## src/rtl/bsu_pkg.sv

```systemverilog
package bsu_pkg;
  localparam int BYTE_W = 8;
  localparam int LANES  = 4;
  localparam int WORD_W = BYTE_W * LANES;
  localparam int POOL_BYTES = 2 * LANES;
  localparam int IDX_W  = $clog2(POOL_BYTES);
  localparam int CODE_W = IDX_W + 1;
  localparam int V_W    = $clog2(LANES);

  typedef enum logic [2:0] {
    MODE_GENERIC = 3'd0,
    MODE_FWD     = 3'd1,
    MODE_BWD     = 3'd2,
    MODE_REP     = 3'd3,
    MODE_CLAMP_L = 3'd4,
    MODE_CLAMP_R = 3'd5,
    MODE_HALF    = 3'd6,
    MODE_ALT     = 3'd7
  } permMode_e;

  typedef struct packed {
    logic                            capture;
    logic [LANES-1:0]                fillSign;
    logic [LANES-1:0][IDX_W-1:0]     laneIdx;
  } laneCtrl_t;
endpackage

```

## src/rtl/bsu_ctrl.sv

```systemverilog
module bsu_ctrl
  import bsu_pkg::*;
(
  input  logic              clk,
  input  logic              rst,
  input  logic              inValid,
  input  logic [WORD_W-1:0] sel,
  input  logic [2:0]        mode,
  output laneCtrl_t         ctrl,
  output logic              outValid
);
  logic [V_W-1:0]   v;
  logic [IDX_W-1:0] vx;
  permMode_e        modeE;

  assign v     = sel[V_W-1:0];
  assign vx    = IDX_W'(v);
  assign modeE = permMode_e'(mode);

  assign ctrl.capture = inValid;

  for (genvar i = 0; i < LANES; i++) begin : g_lane
    localparam logic [IDX_W-1:0] LANE_I = IDX_W'(i);
    logic [CODE_W-1:0] rawCode;
    assign rawCode = sel[CODE_W*i +: CODE_W];

    always_comb begin
      ctrl.fillSign[i] = 1'b0;
      unique case (modeE)
        MODE_FWD:     ctrl.laneIdx[i] = vx + LANE_I;
        MODE_BWD:     ctrl.laneIdx[i] = vx - LANE_I;
        MODE_REP:     ctrl.laneIdx[i] = vx;
        MODE_CLAMP_L: ctrl.laneIdx[i] = (vx > LANE_I) ? vx : LANE_I;
        MODE_CLAMP_R: ctrl.laneIdx[i] = (vx < LANE_I) ? vx : LANE_I;
        MODE_HALF:    ctrl.laneIdx[i] = {1'b0, v[0], LANE_I[0]};
        default: begin
          ctrl.laneIdx[i]  = rawCode[IDX_W-1:0];
          ctrl.fillSign[i] = rawCode[CODE_W-1];
        end
      endcase
    end
  end

  always_ff @(posedge clk) begin
    if (rst) outValid <= 1'b0;
    else     outValid <= inValid;
  end
endmodule

```

## src/rtl/bsu_datapath.sv

```systemverilog
module bsu_datapath
  import bsu_pkg::*;
(
  input  logic              clk,
  input  logic              rst,
  input  logic [WORD_W-1:0] opA,
  input  logic [WORD_W-1:0] opB,
  input  laneCtrl_t         ctrl,
  output logic [WORD_W-1:0] result
);
  logic [2*WORD_W-1:0] pool;
  logic [WORD_W-1:0]   nextWord;

  assign pool = {opB, opA};

  for (genvar i = 0; i < LANES; i++) begin : g_mux
    logic [BYTE_W-1:0] picked;
    assign picked = pool[BYTE_W*ctrl.laneIdx[i] +: BYTE_W];
    assign nextWord[BYTE_W*i +: BYTE_W] =
      ctrl.fillSign[i] ? {BYTE_W{picked[BYTE_W-1]}} : picked;
  end

  always_ff @(posedge clk) begin
    if (rst)               result <= '0;
    else if (ctrl.capture) result <= nextWord;
  end
endmodule

```

## src/rtl/byte_shuffle_unit.sv

```systemverilog
module byte_shuffle_unit
  import bsu_pkg::*;
(
  input  logic        clk,
  input  logic        rst,
  input  logic        in_valid,
  input  logic [31:0] op_a,
  input  logic [31:0] op_b,
  input  logic [31:0] sel,
  input  logic [2:0]  mode,
  output logic        out_valid,
  output logic [31:0] result
);
  laneCtrl_t laneCtrl;

  bsu_ctrl u_ctrl (
    .clk      (clk),
    .rst      (rst),
    .inValid  (in_valid),
    .sel      (sel),
    .mode     (mode),
    .ctrl     (laneCtrl),
    .outValid (out_valid)
  );

  bsu_datapath u_dp (
    .clk    (clk),
    .rst    (rst),
    .opA    (op_a),
    .opB    (op_b),
    .ctrl   (laneCtrl),
    .result (result)
  );
endmodule

```

## config.mk

```make
export PLATFORM = sky130hd
export DESIGN_NAME = byte_shuffle_unit
export DESIGN_NICKNAME = d
export VERILOG_FILES = /design/src/rtl/bsu_pkg.sv /design/src/rtl/bsu_ctrl.sv /design/src/rtl/bsu_datapath.sv /design/src/rtl/byte_shuffle_unit.sv
export SDC_FILE = /design/constraint.sdc
export NUM_CORES = 1
export LEC_CHECK = 0
export ABC_AREA = 1
export ABC_CLOCK_PERIOD_IN_PS = 2700
export BUFFER_PORTS_ARGS = -buffer_cell sky130_fd_sc_hd__buf_4
export CAP_MARGIN = 15
export CORE_ASPECT_RATIO = 1.75
export CORE_MARGIN = 1
export CORE_UTILIZATION = 53
export DETAILED_ROUTE_END_ITERATION = 10
export PLACE_DENSITY = 0.89
export SYNTH_ARGS = -nofsm -noshare
export SYNTH_HDL_FRONTEND = slang
export SYNTH_SLANG_ARGS = --single-unit
```

## constraint.sdc

```tcl
create_clock -name clk -period 2.7 [get_ports clk]
set_clock_uncertainty 0.05 [all_clocks]
set_input_delay 0.54 -clock clk [delete_from_list [all_inputs] [get_ports clk]]
set_output_delay 0.54 -clock clk [all_outputs]
set_load 0.02 [all_outputs]
```

**Yosys cells after proc, flatten, opt, wreduce, memory -nomap -nowiden**

Index checks and enable logic that the tools add are counted.
W data, S select, Z words.

- Equality and inequality tests: 6
- Shift operators: 4
- Bitwise logic cells: 0
- Multiply operators: 0
- Divide/modulo/power cells: 0
- Order comparisons: 8
- Multiplexer cells: 20
- Reduce and logical (&&, ||, !) cells: 2
- $add $sub $neg: 6

Operators by type and width:

| cell | number |
|---|---|
| $shiftx A64 B7 Y8 | 4 |
| $pmux W3 S6 | 3 |
| $mux W7 | 4 |
| $mux W2 | 8 |
| $pmux W3 S4 | 1 |
| $eq A3 B3 Y1 const B | 3 |
| $add A2 B2 Y3 const B | 2 |
| $eq A3 B2 Y1 const B | 2 |
| $reduce_or A6 Y1 | 1 |
| $sub A2 B2 Y3 const B | 2 |
| $gt A2 B1 Y1 const B | 2 |
| $gt A2 B2 Y1 const B | 2 |
| $lt A2 B1 Y1 const B | 2 |
| $lt A2 B2 Y1 const B | 2 |
| $mux W1 | 4 |
| $add A2 B1 Y3 const B | 1 |
| $eq A3 B1 Y1 const B | 1 |
| $reduce_or A3 Y1 | 1 |
| $sub A2 B1 Y3 const B | 1 |

- Bits in writable memories: 0
- Input bits: 102
- Memories: 0
- Latch bits: 0
- Register bits after elaboration: 33
- Output and inout bits: 33
- Bits in read-only memories: 0

**Depth between registers and ports, before layout**

Gate-level depths: netlist of the first run.

- Word-level depth: 5
- Mapped depth: 17
- Depth with buffers taken out: 15

**Modules after synthesis**

Synthesis of the first run repeated with hierarchy kept, for this count alone.

- Cell total of the unflattened synthesis: 789
- Area, all modules: 4271.6 µm²

Modules (own cells, without submodules):

| module | cells an instance | times used | area an instance (µm²) |
|---|---|---|---|
| bsu_datapath | 669 | 1 | 3684.8 |
| bsu_ctrl | 120 | 1 | 586.8 |

**Worst setup path after synthesis of the first run**

Ideal clock, no wire load.

- Path kind: input to register
- Start: input port sel[0]
- End: register u_dp.result[28]
- Buffers on the path: 2
- Setup slack: 0.424 ns
- Arrival time: 2.160 ns
- Stages: 13
- Setup time: 0.066 ns
- Path through: buf_2 -> inv_1 -> ha_1 -> nand3_1 -> nand3_1 -> nor2_1 -> nand2_1 -> nand2_2 -> buf_4 -> o211ai_1 -> nand3_1 -> nand3_1 -> a21oi_2

- Longest elaborated chain between the ends: 5
- Elaborated cells on any way between the ends: 9
- Classes of those cells: add/sub (2); order compare (2); shift (1); mux (4)

RTL lines:

| element | RTL line | text |
|---|---|---|
| from (decl) | byte_shuffle_unit.sv:9 | `input logic [31:0] sel,` |
| $lt A2 B2 Y1 / $gt A2 B2 Y1 (equally long branches) | bsu_ctrl.sv:34, bsu_ctrl.sv:33 |  |
| $mux W2 (on tied branches) | bsu_ctrl.sv:34, bsu_ctrl.sv:33 |  |
| $pmux W3 S6 * | bsu_ctrl.sv:29 | `unique case (modeE)` |
| $shiftx A64 B7 Y8 * | bsu_datapath.sv:18 | `assign picked = pool[BYTE_W*ctrl.laneIdx[i] +: BYTE_W];` |
| $mux W7 * | bsu_datapath.sv:20 | `ctrl.fillSign[i] ? {BYTE_W{picked[BYTE_W-1]}} : picked;` |
| to (signal assigned) | bsu_datapath.sv:25 | `else if (ctrl.capture) result <= nextWord;` |
| to (decl) | bsu_datapath.sv:9 | `output logic [WORD_W-1:0] result` |

Mark *: on every way between the ends. The rest lies on a longest branch, timed or not.
A chain may end at the register's enable or synchronous reset.

**Worst setup path after layout of the first run**

- Start: input port mode[2]
- End: register u_dp.result[29]

- Longest elaborated chain between the ends: 4
- Elaborated cells on any way between the ends: 11
- Classes of those cells: eq/ne (6); shift (1); mux (3); reduce/logical (1)

RTL lines:

| element | RTL line | text |
|---|---|---|
| from (decl) | byte_shuffle_unit.sv:10 | `input logic [2:0] mode,` |
| $eq A3 B3 Y1, or another cell as far along | bsu_ctrl.sv:29 |  |
| $pmux W3 S6 / $reduce_or A6 Y1 (equally long branches) | -- |  |
| $shiftx A64 B7 Y8 / $mux W1 (equally long branches) | bsu_datapath.sv:18, bsu_ctrl.sv:29 |  |
| $mux W7 * | bsu_datapath.sv:20 |  |

Marked as above.

==> run metrics, run 1 <==
number of slew-limit violations in the final report 0; synthesized instance count about 840; final count of negative-setup-slack endpoints 0; cell type with the largest total area after synthesis sky130_fd_sc_hd__nand3_1; gpl congestion about 1.0; count of state elements after synthesis 33; Startpoint Class input pin; floorplan die area ~9000 sq um; total negative slack 0 ps; classification of the worst-slack hold path reg -> reg; worst reg2reg startpoint u_dp.result[24]$_SDFFE_PP0P_; Final Hold Violating Endpoints 0; Detailed Place HPWL roughly 14,000 microns; Crit-path slowest cell sky130_fd_sc_hd__or2_4; die span in y ~130 microns; number of DRC violations after detailed-routing iteration 0 between 1k and 1.5k; RSZ-0062 raised after global routing no; post-placement cell count around 1.0k; count of buffers added by post-CTS timing repair for setup 0; Max FO, Critical Path 42; area growth from synthesis to final layout 25.87%; clock transition at the registers of the reported paths 50 ps; number of input and output port buffers inserted roughly 120; launch instance of the worst min-delay path u_dp.result[31]$_SDFFE_PP0P_; VDD IR-drop max approximately 0.26 mV; root buffer cell sky130_fd_sc_hd__clkbuf_16; buffer depth of the longest clock path 2; Critical Path, Cell by Cell buf_4 -> inv_2 -> o21ai_2 -> nand2_2 -> buf_4 -> or2_4 -> nand2_2 -> buf_12 -> nand2_1 -> o211ai_1 -> nand3_1 -> nand3_1 -> a21oi_2; vias in the first global route roughly 5.8k; CP peak stage delay 240 ps; number of diodes added for antenna fixing 0; Setup crit end kind flip-flop; number of maximum-capacitance constraint violations 0; per-cell via count in the routed design between 6 and 7; Comb pwr share approximately 56%; Non-Filler Instances 1,053; core footprint ~8400 sq um; Initial Utilization between 50% and 60%; Avg Cell Area, Syn ~5.5 sq um; switching part of the total power ~44%; die width 72.53 microns; power per cell area 438.0 nW/um^2; clock period minus worst slack between 2000 and 2500 ps; Rel. slew slack ~64%; wire length of the first global-routing pass 29,120 microns; TritonCTS buffer count 5; internal portion of total power between 1 and 1.5 mW; routed wire length per instance 17.32 microns; Sink Count 33; Clk pwr share 22.0%; critical setup path kind in -> reg; Yosys warning total 0; Distinct cells, synth 33; net count of the mapped netlist around 940; highest clock rate slightly above 0.4 GHz; DRC violations left 0; I/O pin count ~140; clock latency on the worst-skew pair 280 ps; post-synthesis instance area 4613 sq um; Pleak around 3.1 nW; TritonCTS clock tree yes; worst path arrival time roughly 2500 ps; global-route congestion overflow total 0; share of layout cells above drive strength 1 21.64%; portion of the post-synthesis area used by sequential elements 14.32%; via count of the routed design around 6.4k; largest cells by area after synthesis sky130_fd_sc_hd__nand3_1, sky130_fd_sc_hd__nand2_1, sky130_fd_sc_hd__dfxtp_1; total number of nets in the final design 1,046; pin count of the biggest net entering global routing between 40 and 50; Detailed Route WL 18,230 microns; post-cts resize count 0; launch point of the critical path mode[2]; status complete, no violations; ratio of final minimum period to clock period between 80% and 90%; Tightest Pin Transition 536.3 ps; required time of the critical path between 2000 and 3000 ps; Initial DRT Pass Iterations 7; number of antenna violations at the first check in global routing 0; net switching power about 1.1 mW; Tot GR Track Use between 40% and 50%; CTS H-tree lvls 2; num rows between 40 and 50; count of hold-fix buffers inserted at cts 0; sequential group share of total power between 20% and 30%; post-synth top area share between 20% and 30%; Detail Route Antenna Nets 0
## critical path: cells and delay by family
kind / cells / cell delay (ps)
simple gates: 6 / 990
compound gates: 3 / 260
buf+inv: 4 / 710
## synth_stat cells (all sizes together)
cell type and n:
nand3 280, nand2 193, inv 105, nor2 49, o21ai 38, buf 37, a21oi 34, dfxtp 33
o211ai 31, clkbuf 18, ha 6, nand4 3, or2 3, nand3b 2, clkinv 1, o211a 1
o221ai 1
## per-layer routing
| layer | share of wire (%) | GRT usage, % | up-vias | wire (microns) |
|---|---|---|---|---|
| met5 | 0 | 2.339 | - | 0 |
| met4 | 11 | 35.87 | 0 | 1919 |
| met3 | 11 | 9.992 | 135 | 2052 |
| met2 | 46 | 65.86 | 537 | 8369 |
| met1 | 32 | 45.36 | 2775 | 5892 |
| li1 | - | - | 2986 | - |
## cell type report
| type | instances | area, sq um |
|---|---|---|
| repair buffers | 151 | 1221 |
| clock buffers | 7 | 142.6 |
| multi-input cells | 641 | 3236 |
| well taps | 115 | 143.9 |
| fillers | 801 | 2561 |
| flip-flops and latches | 33 | 660.6 |
| inverters | 106 | 402.9 |
## state kept, by name (all words and copies together), names as in the netlist
register         cells
u_dp.result         32
u_ctrl.outValid      1
## final timing paths
check,end,slack (ps),cells after the start
worst min-delay path,u_dp.result[31]$_SDFFE_PP0P_,440,1
worst max-delay path,u_dp.result[29]$_SDFFE_PP0P_,290,13
worst max register to register,u_dp.result[24]$_SDFFE_PP0P_,1970,2
worst min register to register,u_dp.result[31]$_SDFFE_PP0P_,440,1
## stage by stage
stage	total power, mW	utilization (%)	setup WS, ps	area (sq um)	hold slack (ps)
detailed placement	1.944	67.69	46.97	5664	433.6
floorplan	1.482	-	423.7	4613	544.0
global placement	1.924	67.69	88.12	5664	413.9
global route	2.693	69.39	116.3	5807	468.0
finish	2.544	69.39	287.2	5807	442.8
CTS	2.500	69.39	335.4	5807	445.4
## logic make-up after synthesis
logic type,share of synthesized area (%)
buffers and inverters,15.54
adders and majority gates,1.627
AOI/OAI and AO/OA,14.73
and+or+nand+nor,53.78
DFF,14.32
## power groups by stage
stage | Sequential [mW] | Combinational, mW | Clock (mW)
floorplan | 0.639 | 0.843 | 0
global placement | 0.575 | 1.35 | 0
detailed placement | 0.577 | 1.37 | 0
CTS | 0.568 | 1.38 | 0.556
global route | 0.572 | 1.54 | 0.582
finish | 0.568 | 1.42 | 0.559
## layout by cell type, fill, tap and decap left out, types with 7 or more instances in the layout
master / n
sky130_fd_sc_hd__nor2_2: 7
sky130_fd_sc_hd__buf_12: 7
sky130_fd_sc_hd__nand2_2: 7
sky130_fd_sc_hd__nand3_1: 274
sky130_fd_sc_hd__inv_1: 100
sky130_fd_sc_hd__buf_4: 144
sky130_fd_sc_hd__dfxtp_1: 33
sky130_fd_sc_hd__a21oi_2: 7
sky130_fd_sc_hd__nand2_1: 182
sky130_fd_sc_hd__a21oi_1: 25
sky130_fd_sc_hd__nor2_1: 41
sky130_fd_sc_hd__o211ai_1: 31
sky130_fd_sc_hd__o21ai_0: 32
Power figures use the tool's default switching activity.
==> run 2, diff against run 1 <==
Settings changed: RECOVER_POWER from default to 25.
==> run metrics, run 2 (synthesized netlist as in run 1, its figures left out) <==
highest clock rate 0.4106 GHz (-0.94%); final count of negative-setup-slack endpoints 0 (unchanged); register area 660.6 sq um (unchanged); vias in the first global route 5,817 (unchanged); post-cts resize count 0 (unchanged); RSZ-0062 raised after global routing no; status complete, no violations; Tot GR Track Use 41.74% (unchanged); num rows 44 (unchanged); DRC violations left 0 (unchanged); final non-filler cell area 5747 sq um (-1.0%); Non-Filler Instances 1,053 (unchanged); number of slew-limit violations in the final report 0 (unchanged); total negative slack 0 ps (unchanged); Sink Count 33 (unchanged); Pleak 3.045 nW (-2.0%); Setup crit end kind flip-flop; Detail Route Antenna Nets 0 (unchanged); share of layout cells above drive strength 1 19.94% (-1.7 points); die span in y 125.4 microns (unchanged); routed wire length per instance 17.37 microns (+0.31%); number of diodes added for antenna fixing 0 (unchanged); Startpoint Class input pin; count of hold-fix buffers inserted at cts 0 (unchanged); Max FO, Critical Path 16 (-62%); met1 GRT Util 45.36% (unchanged); number of antenna violations at the first check in global routing 0 (unchanged); most flop-heavy register u_dp.result; total number of nets in the final design 1,046 (unchanged); buffer depth of the longest clock path 2 (unchanged); worst path arrival time 2610 ps (+80 ps); clock period minus worst slack 2436 ps (+22.88 ps); Detailed Place HPWL 13,600 microns (unchanged); CTS H-tree lvls 2 (unchanged); final cell utilization of the core 68.68% (-0.72 points); clock transition at the registers of the reported paths 50 ps (about the same); die width 72.53 microns (unchanged); TritonCTS clock tree yes; commonest cells after routing, fill and taps aside sky130_fd_sc_hd__nand3_1, sky130_fd_sc_hd__nand2_1, sky130_fd_sc_hd__buf_4; total cell area at the placement stage 5664 sq um (unchanged); I/O pin count 135 (unchanged); Top Registers u_dp.result x32, u_ctrl.outValid x1; VDD IR-drop max 0.2548 mV (-0.42%); commonest non-fill, non-tap cell in the layout sky130_fd_sc_hd__nand3_1; global-route congestion overflow total 0 (unchanged); root buffer cell sky130_fd_sc_hd__clkbuf_16; gpl congestion 1.008 (unchanged); number of input and output port buffers inserted 118 (unchanged); Final Hold Violating Endpoints 0 (unchanged); pin count of the biggest net entering global routing 43 (unchanged); wire length of the first global-routing pass 29,120 microns (unchanged); floorplan die area 9096 sq um (unchanged); Hold Worst Slack 440.0 ps (-2.838 ps); met2 Usage GRT 65.86% (unchanged); flip-flop count of the largest register, all copies and words added 32 (unchanged); classification of the worst-slack hold path reg -> reg; total of fill cells in the finished design 816 (+1.9%); via count of the routed design 6,435 (+0.031%); Tightest Pin Transition 963.0 ps (+426.8 ps); Initial DRT Pass Iterations 6 (-1); area growth from synthesis to final layout 24.57%; per-cell via count in the routed design 6.111 (about the same); power per cell area 439.1 nW/um^2 (+0.24%); Initial Utilization 55.13% (unchanged); TritonCTS buffer count 5 (unchanged); met3 routing resource usage after global routing 9.992% (unchanged); ratio of final minimum period to clock period 90.21% (+0.85 points); Detailed Route WL 18,290 microns (+0.31%); count of buffers added by post-CTS timing repair for setup 0 (unchanged); multi-input logic area 3236 sq um (unchanged); number of DRC violations after detailed-routing iteration 0 1,159 (+1.7%); most heavily used metal layer in global routing met2; required time of the critical path 2880 ps (+60 ps); clock latency on the worst-skew pair 280 ps (about the same); number of maximum-capacitance constraint violations 0 (unchanged); post-placement cell count 1,046 (unchanged); Rel. slew slack 35.80% (-28 points); critical setup path kind in -> reg; core footprint 8368 sq um (unchanged)
run 2: cell count changes in the layout (fill, tap and decap cells not counted):
| cell | before | now |
|---|---|---|
| sky130_fd_sc_hd__buf_4 | 144 | 128 |
| sky130_fd_sc_hd__clkbuf_1 | 1 | 17 |
run 2: power breakdown:
part	total [mW]	switching (mW)	internal, mW
registers	0.568	0.0263	0.541
logic	1.40	0.883	0.514
clock network	0.558	0.197	0.361
total	2.52	1.11	1.42
run 2: critical path: stages:
cell,delay [ps]
sky130_fd_sc_hd__buf_4,170
sky130_fd_sc_hd__inv_2,150
sky130_fd_sc_hd__o21ai_2,80
sky130_fd_sc_hd__nand2_2,240
sky130_fd_sc_hd__inv_6,120
sky130_fd_sc_hd__nand2_1,120
sky130_fd_sc_hd__inv_1,70
sky130_fd_sc_hd__nor2_4,410
sky130_fd_sc_hd__nand3_1,130
sky130_fd_sc_hd__nand3_1,140
sky130_fd_sc_hd__nand3_1,190
sky130_fd_sc_hd__nand3_1,150
sky130_fd_sc_hd__nand2_1,60
sky130_fd_sc_hd__inv_1,40
run 2: cell type report:
type | count | share of cell area [%]
tap | 115 | 2.504
multi-input combinational | 641 | 56.30
inverter | 106 | 7.011
clock buffer | 7 | 2.482
timing repair buffer | 151 | 20.20
sequential | 33 | 11.50
run 2: final timing paths:
path / from / end / slack (ps) / cells after the start
max: mode[2] / u_dp.result[17]$_SDFFE_PP0P_ / 260 / 14
min: u_dp.result[31]$_SDFFE_PP0P_ / u_dp.result[31]$_SDFFE_PP0P_ / 440 / 1
max reg2reg: u_dp.result[23]$_SDFFE_PP0P_ / u_dp.result[23]$_SDFFE_PP0P_ / 1960 / 2
min reg2reg: u_dp.result[31]$_SDFFE_PP0P_ / u_dp.result[31]$_SDFFE_PP0P_ / 440 / 1
run 2: through the flow:
stage                     setup slack, ps  total power [mW]
final                               264.3             2.523
after global placement              88.12             1.924
after CTS                           335.4             2.500
after global routing                103.5             2.673
after floorplan                     423.7             1.482
after detailed placement            46.97             1.944
run 2: routing by layer:
metal	part of all wire (%)	wire (microns)
met3	11	2015
met2	46	8337
met5	0	0
met4	11	1967
met1	33	5970
